<file path="config.mk">
export PLATFORM = sky130hd
export DESIGN_NAME = fpscr_unit
export DESIGN_NICKNAME = d
export VERILOG_FILES = /design/src/rtl/fpscr_pkg.sv /design/src/rtl/fpscr_ctrl.sv /design/src/rtl/fpscr_dp.sv /design/src/rtl/fpscr_unit.sv
export SDC_FILE = /design/constraint.sdc
export NUM_CORES = 1
export LEC_CHECK = 0
export ABC_AREA = 1
export BUFFER_PORTS_ARGS = -buffer_cell sky130_fd_sc_hd__buf_2
export CORE_ASPECT_RATIO = 1.75
export CORE_UTILIZATION = 37
export DETAILED_ROUTE_END_ITERATION = 7
export PLACE_DENSITY = 0.74
export SETUP_SLACK_MARGIN = 0.5
export SLEW_MARGIN = 20
export SYNTH_ARGS = -nofsm -noshare
export SYNTH_HDL_FRONTEND = slang
export SYNTH_HIERARCHICAL = 1
export SYNTH_SLANG_ARGS = --single-unit
</file>
<file path="constraint.sdc">
create_clock -name clk -period 1.2 [get_ports clk]
set_clock_uncertainty 0.2 [all_clocks]
set_input_delay 0.12 -clock clk [delete_from_list [all_inputs] [get_ports clk]]
set_output_delay 0.12 -clock clk [all_outputs]
set_load 0.005 [all_outputs]
</file>
<file path="src/rtl/fpscr_pkg.sv">
package fpscr_pkg;
  localparam int DATA_W   = 32;
  localparam int FLAG_W   = 5;
  localparam int FLAG_LSB = 0;
  localparam int TRAP_LSB = FLAG_LSB + FLAG_W;
  localparam int RND_W    = 3;
  localparam int RND_LSB  = TRAP_LSB + FLAG_W;
  localparam int MODE_W   = 2;
  localparam int CMP_BIT  = 29;

  function automatic logic [DATA_W-1:0] buildMask();
    logic [DATA_W-1:0] m;
    m = '0;
    for (int i = 0; i < RND_LSB + RND_W; i++) m[i] = 1'b1;
    m[CMP_BIT] = 1'b1;
    return m;
  endfunction

  localparam logic [DATA_W-1:0] WR_MASK = buildMask();

  typedef enum logic [MODE_W-1:0] {
    RND_NEAR = 2'd0,
    RND_ZERO = 2'd1,
    RND_POS  = 2'd2,
    RND_NEG  = 2'd3
  } rndMode_t;

  typedef struct packed {
    logic loadAll;
    logic accumFlags;
    logic setCmp;
    logic updRound;
    logic raiseErr;
  } fpscrStrb_t;
endpackage

</file>
<file path="src/rtl/fpscr_ctrl.sv">
module fpscr_ctrl
  import fpscr_pkg::*;
(
  input  logic             wrEn,
  input  logic [RND_W-1:0] wrRnd,
  input  logic [RND_W-1:0] curRnd,
  input  logic             cmpValid,
  output fpscrStrb_t       strb,
  output rndMode_t         nextRound
);
  localparam int SUPPORTED = 4;

  logic rndChanged;
  logic rndLegal;

  function automatic rndMode_t rndDecode(input logic [RND_W-1:0] code);
    rndMode_t r;
    case (code)
      3'd0:    r = RND_NEAR;
      3'd1:    r = RND_ZERO;
      3'd2:    r = RND_POS;
      3'd3:    r = RND_NEG;
      default: r = RND_NEAR;
    endcase
    return r;
  endfunction

  always_comb begin
    rndChanged = wrEn && ((wrRnd ^ curRnd) != '0);
    rndLegal   = (int'(wrRnd) < SUPPORTED);
    nextRound  = rndDecode(wrRnd);

    strb.loadAll    = wrEn;
    strb.accumFlags = !wrEn;
    strb.setCmp     = cmpValid && !wrEn;
    strb.updRound   = rndChanged && rndLegal;
    strb.raiseErr   = rndChanged && !rndLegal;
  end
endmodule

</file>
<file path="src/rtl/fpscr_dp.sv">
module fpscr_dp
  import fpscr_pkg::*;
(
  input  logic              clk,
  input  logic              rstN,
  input  fpscrStrb_t        strb,
  input  rndMode_t          nextRound,
  input  logic [DATA_W-1:0] wrData,
  input  logic [FLAG_W-1:0] excPulse,
  input  logic              cmpFlag,
  output logic [RND_W-1:0]  curRnd,
  output logic [DATA_W-1:0] rdData,
  output logic [MODE_W-1:0] roundMode,
  output logic              badRound
);
  logic [DATA_W-1:0] imgQ;
  logic [FLAG_W-1:0] stickyQ;
  rndMode_t          roundQ;
  logic              errQ;

  always_ff @(posedge clk) begin
    if (!rstN) begin
      imgQ    <= '0;
      stickyQ <= '0;
      roundQ  <= RND_NEAR;
      errQ    <= 1'b0;
    end else begin
      if (strb.loadAll)     imgQ <= wrData & WR_MASK;
      else if (strb.setCmp) imgQ[CMP_BIT] <= cmpFlag;

      if (strb.loadAll)         stickyQ <= wrData[TRAP_LSB +: FLAG_W];
      else if (strb.accumFlags) stickyQ <= stickyQ | excPulse;

      if (strb.updRound) roundQ <= nextRound;
      errQ <= strb.raiseErr;
    end
  end

  assign curRnd    = imgQ[RND_LSB +: RND_W];
  assign rdData    = (imgQ & WR_MASK) | {{(DATA_W-FLAG_W){1'b0}}, stickyQ};
  assign roundMode = roundQ;
  assign badRound  = errQ;
endmodule

</file>
<file path="src/rtl/fpscr_unit.sv">
module fpscr_unit
  import fpscr_pkg::*;
(
  input  logic              clk,
  input  logic              rstN,
  input  logic              wrEn,
  input  logic [DATA_W-1:0] wrData,
  output logic [DATA_W-1:0] rdData,
  input  logic [FLAG_W-1:0] excPulse,
  input  logic              cmpValid,
  input  logic              cmpFlag,
  output logic [MODE_W-1:0] roundMode,
  output logic              badRound
);
  fpscrStrb_t       strb;
  rndMode_t         nextRound;
  logic [RND_W-1:0] curRnd;

  fpscr_ctrl uCtrl (
    .wrEn      (wrEn),
    .wrRnd     (wrData[RND_LSB +: RND_W]),
    .curRnd    (curRnd),
    .cmpValid  (cmpValid),
    .strb      (strb),
    .nextRound (nextRound)
  );

  fpscr_dp uDp (
    .clk       (clk),
    .rstN      (rstN),
    .strb      (strb),
    .nextRound (nextRound),
    .wrData    (wrData),
    .excPulse  (excPulse),
    .cmpFlag   (cmpFlag),
    .curRnd    (curRnd),
    .rdData    (rdData),
    .roundMode (roundMode),
    .badRound  (badRound)
  );
endmodule

</file>
==> flow_metrics.env <==
export IMPL_synth_top_cell_by_area="dfxtp_1"
export IMPL_period_needed_ns=1.27
export IMPL_drv_slew=0
export IMPL_start_util_pct=39.8
export IMPL_final_core_util_pct=54.0
export IMPL_first_global_vias=971
export IMPL_grt_use_total_pct=15.4
export IMPL_ir_worst_vdd_mv=0.731
export IMPL_cts_root_buf="clkbuf_8"
export IMPL_syn_area_per_cell_um2=6.77
export IMPL_drive_gt1_share_pct=50.0
export IMPL_synth_edff_count=0
export IMPL_grt_start_max_net_pins=13
export IMPL_dpl_cell_area_um2=1370
export IMPL_cts_buffer_depth=2
export IMPL_required_ns=0.88
export IMPL_portBuffers=40
export IMPL_fmax_mhz=786
export IMPL_hold_start="wrData[3]"
export IMPL_met1_usage_pct=16.5
export IMPL_start_kind="flip-flop"
export IMPL_violations="hold timing, setup timing"
export IMPL_async_reset_ff_share_pct=0
export IMPL_pre_cts_slack_ns=-0.106
export IMPL_core_area_um2=2960
export IMPL_n_antenna_cell=0
export IMPL_crit_arrival_ns=0.95
export IMPL_wl_um=2460
export IMPL_yosysWarnings=6
export IMPL_period_share_pct=106
export IMPL_tns_ns=-0.452
export IMPL_post_drt_via_cell_ratio=4.09
export IMPL_endpoint_kind="output pin"
export IMPL_stdcell_area_um2=1600
export IMPL_num_vias=1047
export IMPL_finish_net_count=257
export IMPL_slowest_stage="dfxtp_2"
export IMPL_ys_flop_type="dfxtp_1"
export IMPL_clock_latency_ns=0.26
export IMPL_synth_most_common_cell="nor2_1"
export IMPL_top_usage_layer="met2"
export IMPL_drt_pass1_iter_count=4
export IMPL_p_leak_nw=0.857
export IMPL_grtUsageMet2_pct=28.2
export IMPL_clk_pin_slew_ns=0.08
export IMPL_synth_yosys_seq_area_share_pct=37.4
export IMPL_cp_slowest_stage_delay_ns=0.33
export IMPL_synth_top_cell_area_share_pct=37.4
export IMPL_rsz0062_at_grt="yes"
export IMPL_postRouteAntennaNets=0
export IMPL_yosys_register_bits=22
export IMPL_crit_path_start="uDp/imgQ[4]"
export IMPL_rows=26
export IMPL_cts_max_level=1
export IMPL_worstReg2RegStart="uDp/imgQ[11]"
export IMPL_dieHeight_um=76.7
export IMPL_drc=0
export IMPL_hold_slack_ns=-0.119
export IMPL_worstPathCellList="or2_4, buf_6"
export IMPL_holdCritPathClass="primary input to flip-flop"
export IMPL_synth_area_um2=1180
export IMPL_status="finished, violations left"
export IMPL_power_density_nw_per_um2=1080
export IMPL_fp_dieArea_um2=3420
export IMPL_top_level_ports=77
export IMPL_synthTopCellsByArea="dfxtp_1 (37%), buf_4 (20%), nor2_1 (13%), nand2_1 (10%), inv_1 (5.4%)"
export IMPL_crit_fanout=2
export IMPL_tritoncts="yes"
export IMPL_cts_made_buffers=3
export IMPL_synth_cells=174
export IMPL_maxCapViolCount=0
export IMPL_hold_violations=16
export IMPL_crit_buf_inv=1
export IMPL_grt_overflow=0
export IMPL_gp_congestion=0.727
export IMPL_antenna_found_initial=0
export IMPL_dieWidth_um=44.7
export IMPL_area_delta_synth_final_pct=35.7
export IMPL_wl_per_cell_um=9.59
export IMPL_critPathTopFamily="flip-flops"
export IMPL_finalSetupViolCount=8
export IMPL_setup_ws_ns=-0.0727
export IMPL_path_class="flip-flop to output pin"
export IMPL_synth_common_cells="nor2_1 (42), buf_4 (32), nand2_1 (32)"
export IMPL_hpwlAfterDp_um=1790
export IMPL_cts_sinks=22
export IMPL_synth_cell_types=16
export IMPL_grt_pass1_wl_um=4010
export IMPL_use_met3_pct=2.12
export IMPL_drtIter0Drc=20
## where the power goes
part | internal, W | leakage (nW) | switching, W
combinational | 0.000210 | 0.640 | 0.000180
clock | 0.000292 | 0.0288 | 0.000234
sequential | 0.000787 | 0.189 | 0.0000278
## routing by layer
metal,vias to the layer above,share of wire (%)
met3,2,4.3
met5,-,0
met4,0,1.2
met2,36,57
li1,549,-
met1,460,37
## sequential cells by signal, indices dropped and copies added (netlist names)
signal and cells:
uDp/imgQ 14, uDp/roundMode 2, uDp/badRound 1, uDp/stickyQ 5
## logic make-up (layout without fill, tap and decap cells)
family,after synthesis,after routing,share of synthesized area [%]
and+or+nand+nor,81,81,27.1
xor gates and xnor gates,1,1,0.743
other,1,18,0.318
AOI/OAI and AO/OA,15,15,6.37
DFF,22,22,37.4
buffers and inverters,54,77,28.1
## path summary, 6_finish.rpt
kind	to	cells past startpoint	slack, ns
max	rdData[4]	2	-0.07
min	uDp/imgQ[3]	3	-0.12
max reg2reg	uDp/roundMode[0]	6	-0.05
min reg2reg	uDp/imgQ[7]	2	0.26
## final cells by class
class	count	area, µm²
flip-flops and latches	22	467
clock buffers	4	55.1
multi-input cells	115	559
inverters	18	70.1
repair buffers	55	395
fillers	294	1360
well taps	42	52.6
## cells in the final DEF, fill, tap and decap left out, types with 5 or more instances in the layout
master | netlist | final
buf_2 | 1 | 30
buf_4 | 32 | 11
buf_6 | 1 | 12
conb_1 | 1 | 18
dfxtp_2 | 0 | 21
inv_1 | 17 | 14
nand2_1 | 32 | 26
nand2_2 | 0 | 5
nor2_1 | 42 | 39
o21ai_2 | 0 | 5
or2_4 | 0 | 5
## metrics by stage
step | total power (W) | instances
floorplan | 0.00109 | 191
global placement | 0.00112 | 249
detailed placement | 0.00113 | 249
CTS | 0.00171 | 254
global route | 0.00183 | 256
finish | 0.00173 | 256
## worst reg2reg max path, delay by kind of cell (launching register included)
| family | cells | cell delay, ns |
|---|---|---|
| flip-flops | 1 | 0.34 |
| AND/OR/NAND/NOR | 4 | 0.30 |
| XOR/XNOR | 1 | 0.15 |
| AO/OA/AOI/OAI | 1 | 0.15 |
## repair_timing
item | CTS | global route
pin swaps | 12 | 16
endpoints found under the setup margin | 39 | 39
buffers inserted | 1 | 2
gates resized for setup | 23 | 27
endpoints found under the hold margin | 17 | 13
No activity file was read; power rests on OpenSTA's default activity.
